$ cat config.mk
export PLATFORM = sky130hd
export DESIGN_NAME = vstep_ctrl
export DESIGN_NICKNAME = d
export VERILOG_FILES = /design/src/rtl/vstep_pkg.sv /design/src/rtl/vstep_settle.sv /design/src/rtl/vstep_slew.sv /design/src/rtl/vstep_ctrl.sv
export SDC_FILE = /design/constraint.sdc
export NUM_CORES = 1
export LEC_CHECK = 0
export ABC_AREA = 0
export BUFFER_PORTS_ARGS = -buffer_cell sky130_fd_sc_hd__buf_2
export CAP_MARGIN = 40
export CORE_ASPECT_RATIO = 1.1
export CORE_UTILIZATION = 35
export CTS_CLUSTER_SIZE = 25
export DETAILED_ROUTE_END_ITERATION = 7
export PLACE_DENSITY = 0.56
export SLEW_MARGIN = 40
export SYNTH_ARGS = -nofsm -noshare
export SYNTH_HDL_FRONTEND = slang
export SYNTH_SLANG_ARGS = --single-unit
export TNS_END_PERCENT = 50
$ cat constraint.sdc
create_clock -name clk -period 2.15 [get_ports clk]
set_input_delay 0.1075 -clock clk [delete_from_list [all_inputs] [get_ports clk]]
set_output_delay 0.1075 -clock clk [all_outputs]
set_load 0.05 [all_outputs]
$ cat src/rtl/vstep_pkg.sv
package vstep_pkg;

    localparam int SEL_W = 3;
    localparam int IDX_W = 3;

    typedef logic [SEL_W-1:0] sel_t;
    typedef logic [IDX_W-1:0] idx_t;

    localparam sel_t SEL_DEFAULT = '0;
    localparam idx_t IDX_MAX     = idx_t'((1 << IDX_W) - 1);

    typedef enum logic [1:0] {
        DIR_HOLD = 2'd0,
        DIR_UP   = 2'd1,
        DIR_DOWN = 2'd2
    } dir_e;

    // request from the settle timer to the slew engine
    typedef struct packed {
        logic hold;    // settle window running or change seen this cycle
        logic load;    // settle window completes this cycle
        idx_t target;  // decoded index of the latched select
    } req_t;

    // non-monotonic decode: code 0 is mid-scale, codes 1..3 sit below it
    function automatic idx_t sel_to_idx(sel_t s);
        idx_t r;
        if (s == SEL_DEFAULT)
            r = idx_t'(3);
        else if (s[SEL_W-1])
            r = idx_t'(s);
        else
            r = idx_t'(s - sel_t'(1));
        return r;
    endfunction

    localparam idx_t IDX_DEFAULT = sel_to_idx(SEL_DEFAULT);

    function automatic dir_e step_dir(idx_t cur, idx_t tgt);
        dir_e d;
        if (tgt > cur)
            d = DIR_UP;
        else if (tgt < cur)
            d = DIR_DOWN;
        else
            d = DIR_HOLD;
        return d;
    endfunction

endpackage

$ cat src/rtl/vstep_settle.sv
module vstep_settle
    import vstep_pkg::*;
#(
    parameter int SETTLE_TICKS = 10
) (
    input  logic clk,
    input  logic rst,
    input  logic en,
    input  logic tick_us,
    input  sel_t vsel,
    output req_t req,
    output logic settling,
    output logic changed
);

    localparam int CW = $clog2(SETTLE_TICKS + 1);
    localparam logic [CW-1:0] CNT_LAST = CW'(SETTLE_TICKS - 1);

    sel_t          sel_q;
    logic [CW-1:0] cnt_q;
    logic          settling_q;

    assign changed  = (vsel != sel_q);
    assign settling = settling_q;

    always_comb begin
        req.hold   = settling_q | changed;
        req.load   = settling_q & ~changed & tick_us & (cnt_q == CNT_LAST);
        req.target = sel_to_idx(sel_q);
    end

    always_ff @(posedge clk) begin
        if (rst || !en) begin
            sel_q      <= SEL_DEFAULT;
            cnt_q      <= '0;
            settling_q <= 1'b0;
        end else if (changed) begin
            sel_q      <= vsel;
            cnt_q      <= '0;
            settling_q <= 1'b1;
        end else if (settling_q && tick_us) begin
            if (cnt_q == CNT_LAST) begin
                cnt_q      <= '0;
                settling_q <= 1'b0;
            end else begin
                cnt_q <= cnt_q + 1'b1;
            end
        end
    end

    // a change always leaves a running window behind it
    a_r4_change_restarts: assert property (@(posedge clk) disable iff (rst)
        (en && changed) |=> (!en || settling_q));

endmodule

$ cat src/rtl/vstep_slew.sv
module vstep_slew
    import vstep_pkg::*;
#(
    parameter int STEP_TICKS = 5
) (
    input  logic clk,
    input  logic rst,
    input  logic en,
    input  logic tick_us,
    input  req_t req,
    output idx_t idx,
    output idx_t tgt
);

    localparam int CW = $clog2(STEP_TICKS + 1);
    localparam logic [CW-1:0] CNT_LAST = CW'(STEP_TICKS - 1);

    idx_t          idx_q;
    idx_t          tgt_q;
    logic [CW-1:0] scnt_q;
    dir_e          dir;
    idx_t          idx_next;

    assign dir = step_dir(idx_q, tgt_q);

    always_comb begin
        case (dir)
            DIR_UP:   idx_next = idx_q + idx_t'(1);
            DIR_DOWN: idx_next = idx_q - idx_t'(1);
            default:  idx_next = idx_q;
        endcase
    end

    always_ff @(posedge clk) begin
        if (rst || !en) begin
            idx_q  <= IDX_DEFAULT;
            tgt_q  <= IDX_DEFAULT;
            scnt_q <= '0;
        end else begin
            if (req.load)
                tgt_q <= req.target;
            if (req.hold || dir == DIR_HOLD) begin
                scnt_q <= '0;
            end else if (tick_us) begin
                if (scnt_q == CNT_LAST) begin
                    scnt_q <= '0;
                    idx_q  <= idx_next;
                end else begin
                    scnt_q <= scnt_q + 1'b1;
                end
            end
        end
    end

    assign idx = idx_q;
    assign tgt = tgt_q;

    // at most one level per move
    a_r5_single_step: assert property (@(posedge clk) disable iff (rst)
        (en && $past(en)) |->
            ((int'(idx_q) == int'($past(idx_q))) ||
             (int'(idx_q) == int'($past(idx_q)) + 1) ||
             (int'(idx_q) + 1 == int'($past(idx_q)))));

    // a move never passes the target it was heading for
    a_r5_no_overshoot: assert property (@(posedge clk) disable iff (rst)
        (en && $past(en) && (idx_q != $past(idx_q))) |->
            (((idx_q > $past(idx_q)) && (idx_q <= $past(tgt_q))) ||
             ((idx_q < $past(idx_q)) && (idx_q >= $past(tgt_q)))));

    // no movement while the settle window holds the engine
    a_r3_hold_freezes: assert property (@(posedge clk) disable iff (rst)
        (en && req.hold) |=> (!en || $stable(idx_q)));

endmodule

$ cat src/rtl/vstep_ctrl.sv
module vstep_ctrl
    import vstep_pkg::*;
#(
    parameter int SETTLE_TICKS = 10,
    parameter int STEP_TICKS   = 5
) (
    input  logic             clk,
    input  logic             rst,
    input  logic             en,
    input  logic             tick_us,
    input  logic [SEL_W-1:0] vsel,
    output logic [IDX_W-1:0] step_idx,
    output logic             busy,
    output logic [IDX_W-1:0] target_idx
);

    req_t req;
    logic settling;
    logic changed;
    idx_t idx;
    idx_t tgt;

    vstep_settle #(.SETTLE_TICKS(SETTLE_TICKS)) u_settle (
        .clk      (clk),
        .rst      (rst),
        .en       (en),
        .tick_us  (tick_us),
        .vsel     (vsel),
        .req      (req),
        .settling (settling),
        .changed  (changed)
    );

    vstep_slew #(.STEP_TICKS(STEP_TICKS)) u_slew (
        .clk     (clk),
        .rst     (rst),
        .en      (en),
        .tick_us (tick_us),
        .req     (req),
        .idx     (idx),
        .tgt     (tgt)
    );

    assign step_idx   = idx;
    assign target_idx = tgt;
    assign busy       = settling | (idx != tgt);

    // disabled state parks everything at the default level
    a_r7_disabled_parks: assert property (@(posedge clk) disable iff (rst)
        !en |=> (step_idx == IDX_DEFAULT && target_idx == IDX_DEFAULT && !busy));

    // a change is reported as busy on the next cycle
    a_r6_busy_after_change: assert property (@(posedge clk) disable iff (rst)
        (en && changed) |=> (!en || busy));

endmodule

# ---- After elaboration in Yosys (flattened, before gate mapping)
# Cells that the tools add are included.
dict set report word_totals {
  word_cells 49
  reg_bits 17
}
dict set report classes {
  n_addsub 5
  bitwise 7
  n_reduce_logical 13
  n_lt_le_gt_ge 2
  n_mux 10
  n_eq_ne 6
}
# cell count
set op_table {}
lappend op_table {{two-way mux 3 bit} 3}
lappend op_table {{adder 3 x 1 -> 3 bit (second input constant)} 2}
lappend op_table {{!= test 3 bit} 2}
lappend op_table {{one-hot mux 3 bit (2 select lines)} 1}
lappend op_table {{nonzero test 2 bit} 3}
lappend op_table {{subtractor 3 x 1 -> 3 bit (second input constant)} 2}
lappend op_table {{adder 4 x 1 -> 4 bit (second input constant)} 1}
lappend op_table {{equality test 4 bit (second input constant)} 1}
lappend op_table {{two-way mux 2 bit} 2}
lappend op_table {{two-way mux 4 bit} 1}
lappend op_table {{AND reduction 4 bit} 1}
lappend op_table {{OR reduction 2 bit} 2}
lappend op_table {{bitwise AND 1 bit} 3}
lappend op_table {{equality test 3 bit (second input constant)} 1}
lappend op_table {{greater-than comparator 3 bit} 1}
lappend op_table {{logical NOT 3 bit} 1}
lappend op_table {{< comparator 3 bit} 1}
lappend op_table {{two-way mux 1 bit} 3}
lappend op_table {{equality test 2 x 1 -> 1 bit (second input constant)} 1}
lappend op_table {{equality test 2 bit (second input constant)} 1}
lappend op_table {{logical NOT 2 bit} 1}
lappend op_table {{logical OR 1 bit} 2}
lappend op_table {{inverter 1 bit} 2}
lappend op_table {{bitwise OR 1 bit} 2}
lappend op_table {{3 further kinds} 3}

# ---- Logic depth before layout (Yosys ltp)
dict set report depth {
  ltp_word 7
  ltp_mapped 8
  mapped_depth_nobuf 8
}

# ---- By module
# A second synthesis with hierarchy kept.
dict set report unflattened {
  hier_cells 108
  hier_area_um2 975.9
}
# mod seq_area_each_um2 instances area_each_um2 cells_each
set modules_own_cells {}
lappend modules_own_cells {vstep_slew 180.2 1 524.3 58}
lappend modules_own_cells {vstep_settle 160.2 1 417.9 46}
lappend modules_own_cells {vstep_ctrl 0.0 1 33.8 4}

# ---- Worst setup path after synthesis
# Ideal clock, no wire load.
dict set report synth_timing {
  path_kind {reg-to-reg}
  from {reg u_slew.idx_q[2] (netlist: u_slew.idx[2])}
  to {reg u_slew.idx_q[2] (netlist: u_slew.idx[2])}
  path_slack_ps -214
  required_time_ps 2078
  path_buffers 0
  period_less_slack_ps 2364
  stages_incl_launch_ff 9
  arrival_ps 2293
  cell_sequence {dfxtp_1 > inv_1 > ha_1 > a21oi_1 > nand2_1 > fa_1 > a21o_1 > a211oi_2 > mux2i_1}
}
dict set report synth_between {
  elab_chain_cells 7
  word_cells_on_any_way 14
  classes_between {add/sub: 2; order compare: 2; eq/ne: 2; mux: 3; bitwise: 1; reduce/logical: 4}
}
# element line_no
set synth_lines {}
lappend synth_lines {{start: declaration} vstep_slew.sv:18} ;# idx_t idx_q;
lappend synth_lines {{start signal: assignment} vstep_slew.sv:47} ;# idx_q <= idx_next;
lappend synth_lines {{branches (longest 7 deep; another with < comparator 3 bit)} n/a}
# Parallel ways; which one is timed is not known.
# A chain may end at the register's enable or synchronous reset.

# ---- Worst setup path after layout
# Same ends and word-level chain as after synthesis.

==> metrics.txt <==
outcome completed; RSZ-0062 raised after global routing false; WS Path Type reg2reg; post-synthesis net count 125; 1st-iter DRT viols 3; mean routed wirelength per cell 11.4 microns; Worst EP required 2370 ps; crit-path leading delay family adder cells; Post-synth EDFFs 0; CTS Sinks 17; clk buf depth 2; hold path start vsel[1]; first-pass GRT wire length 3.08 mm; r2r endpoint u_slew.idx[2]; endpoint type of the worst setup path flop; CTS buffer count 3; Post-DP Area 1040 sq um; Worst Hold Path Cells 2; endpoints failing setup 0; clock skew 1.92 ps; Syn. warnings 0; n_diodes 0; Final nets 141; clock latency on the worst-skew pair 280 ps; Hold Path Class in2reg; syn_area_per_cell 8.45 sq um; Metal-1 WL 840 microns; biggest cell delay along the critical path 380 ps; die footprint 2890 sq um; row cnt 19; gr usage total 14.2%; leakage 0.435 nW; final hold vios 0; Root Driver clkbuf_4; worst reg-to-reg path cell count 8; routability congestion estimate 0.779; metal2 WL 893 microns; GRT overflow 0; Hold EP u_settle.sel_q[1]; P&R area growth vs syn 15.1%; Die Span Y 56.3 microns; Reg clk slew, reported paths 100 ps; worst-path fanout max 3; Post-synth top flop dfxtp_1; Max Cap Viol 0; Worst path slowest cell fa_1; Reg2Reg Setup Slack 160 ps; Post-Syn Instances 111; Tmin final 1990 ps; Post-Route WL 1.79 mm; largest net degree at the start of global routing 11; Crit path buffers/inverters 1; port bufs 13; number of global-route vias before repair 766; Die W 51.4 microns; DR WL met3 41 microns; Detailed Place HPWL 1.37 mm; pwr dens 495 nW/um^2; Seq cells post-synth 17; Seq/Total Area, Yosys 36.3%; Syn Std Cell Area 938 sq um; vias 796; Slew @ Worst Pin 461 ps; Residual DRC 0; CTS tree built; layout cells sized above 1 20.6%; highest clock rate 503 MHz; Core Footprint 2520 sq um; post-route cell area 1080 sq um; CP cell instances inv_1, ha_4, a21oi_2, nand2_1, fa_1, a21o_1, a211oi_2, mux2i_1; Initial Util 37.2%; vias per cell 5.07; Top Metal Used met4; I/O pin cnt 14; antenna violations before repair 0; hold_buf cts 0; Worst slew margin 69.1%; ys async rst share 0%; WP data arrival 2200 ps; Reg2Reg Launch Point u_slew.idx[2]; H-tree depth 1; Routed Antenna Nets 0; Setup TNS 0 ps; Critical Path Source Type flop; Final Max Slew Viols 0; maximum VDD drop 355 uV; Tcrit/Tclk final 92.4%; First-pass DRT Iterations 4; synth unique cells 31
[cells in the final DEF, fill, tap and decap left out, drive strengths merged, types with 2 or more instances in the layout]
cell type  instances
dfxtp             17
buf               14
inv                9
o21ai              9
nand2              8
nand3              7
nor2               7
a21oi              6
ha                 6
nor2b              5
xor2               5
nor3               4
clkbuf             4
nand2b             3
and2               3
or3                3
nor3b              2
o211ai             2
[worst reg2reg max path: stages, from the launching register on]
cell and delay [ps]:
dfxtp_4 350, inv_1 110, ha_4 230, a21oi_2 180, nand2_1 90, fa_1 380
a21o_1 180, a211oi_2 210, mux2i_1 200
[per-layer routing]
layer	vias to the layer above	GRT usage, %
li1	416	-
met1	371	17.2
met2	7	23.2
met3	2	3.52
met4	0	6.56
met5	-	0
[flip-flops by register name, summed over array words and instances (netlist names)]
name / flops
u_settle.cnt_q: 4
u_slew.scnt_q: 3
u_settle.sel_q: 3
u_slew.idx: 3
u_settle.settling: 1
u_slew.tgt: 3
[metrics by stage]
step	hold slack [ps]	utilization, %	worst slack (ps)	total power, mW	std cells
after detailed placement	343	41.2	47.7	0.372	153
after CTS	34.2	42.2	26.9	0.545	157
after global placement	338	41.2	121	0.371	153
final	41.9	42.9	163	0.534	157
after global routing	28.9	42.9	42.2	0.573	157
after floorplan	229	-	28.8	0.360	111
[kinds of logic (layout without fill, tap and decap cells)]
| group | count (synthesis) | after routing | share of synthesized area, % |
|---|---|---|---|
| buf+inv | 12 | 27 | 5.73 |
| mux | 1 | 1 | 1.07 |
| xor+xnor | 5 | 5 | 4.67 |
| flops | 17 | 17 | 36.3 |
| simple gates | 45 | 45 | 24.9 |
| fa+ha+maj | 7 | 7 | 10.1 |
| compound gates | 24 | 24 | 17.2 |
[cell usage after synthesis, drive strengths merged, types with 2 or more instances]
cell	number	area share (%)
dfxtp	17	36
inv	9	3.6
o21ai	9	4.8
nand2	8	3.2
nand3	7	3.7
nor2	7	2.8
a21oi	6	3.2
ha	6	8.0
nor2b	5	3.3
xor2	5	4.7
nor3	4	2.1
and2	3	2.0
nand2b	3	2.0
or3	3	2.0
buf	2	1.7
nor3b	2	1.6
o211ai	2	1.6
[power breakdown]
part	switching (mW)	internal (mW)	leakage [nW]
Clock	0.0977	0.0720	0.0150
Combinational	0.0273	0.0165	0.282
Sequential	0.00369	0.317	0.138
[layout make-up]
| class | instances | area [sq um] |
|---|---|---|
| repair buffers | 14 | 72.6 |
| well taps | 31 | 38.8 |
| fillers | 280 | 1440 |
| multi-input cells | 82 | 561 |
| flip-flops and latches | 17 | 348 |
| clock buffers | 4 | 26.3 |
| inverters | 9 | 33.8 |
[repair_timing]
| action | CTS | global route |
|---|---|---|
| endpoints found under the setup margin | 0 | 1 |
| endpoints found under the hold margin | 0 | 0 |
| gates resized for setup | 0 | 2 |
| buffers inserted | 0 | 0 |
[how the worst max path moves through the flow]
stage,startpoint,end,slack [ps],cells past startpoint
3_3_place_gp,u_slew.idx[2],u_slew.idx[2],120,8
4_1_cts,u_slew.idx[2],u_slew.idx[2],30,8
3_5_place_dp,u_slew.idx[2],u_slew.idx[2],50,8
2_1_floorplan,u_slew.idx[1],u_slew.idx[2],30,8
6_report,u_slew.idx[2],u_slew.idx[2],160,8
5_1_grt,u_slew.idx[1],u_slew.idx[2],40,8
Note: power is estimated with default switching activity, not from simulation.
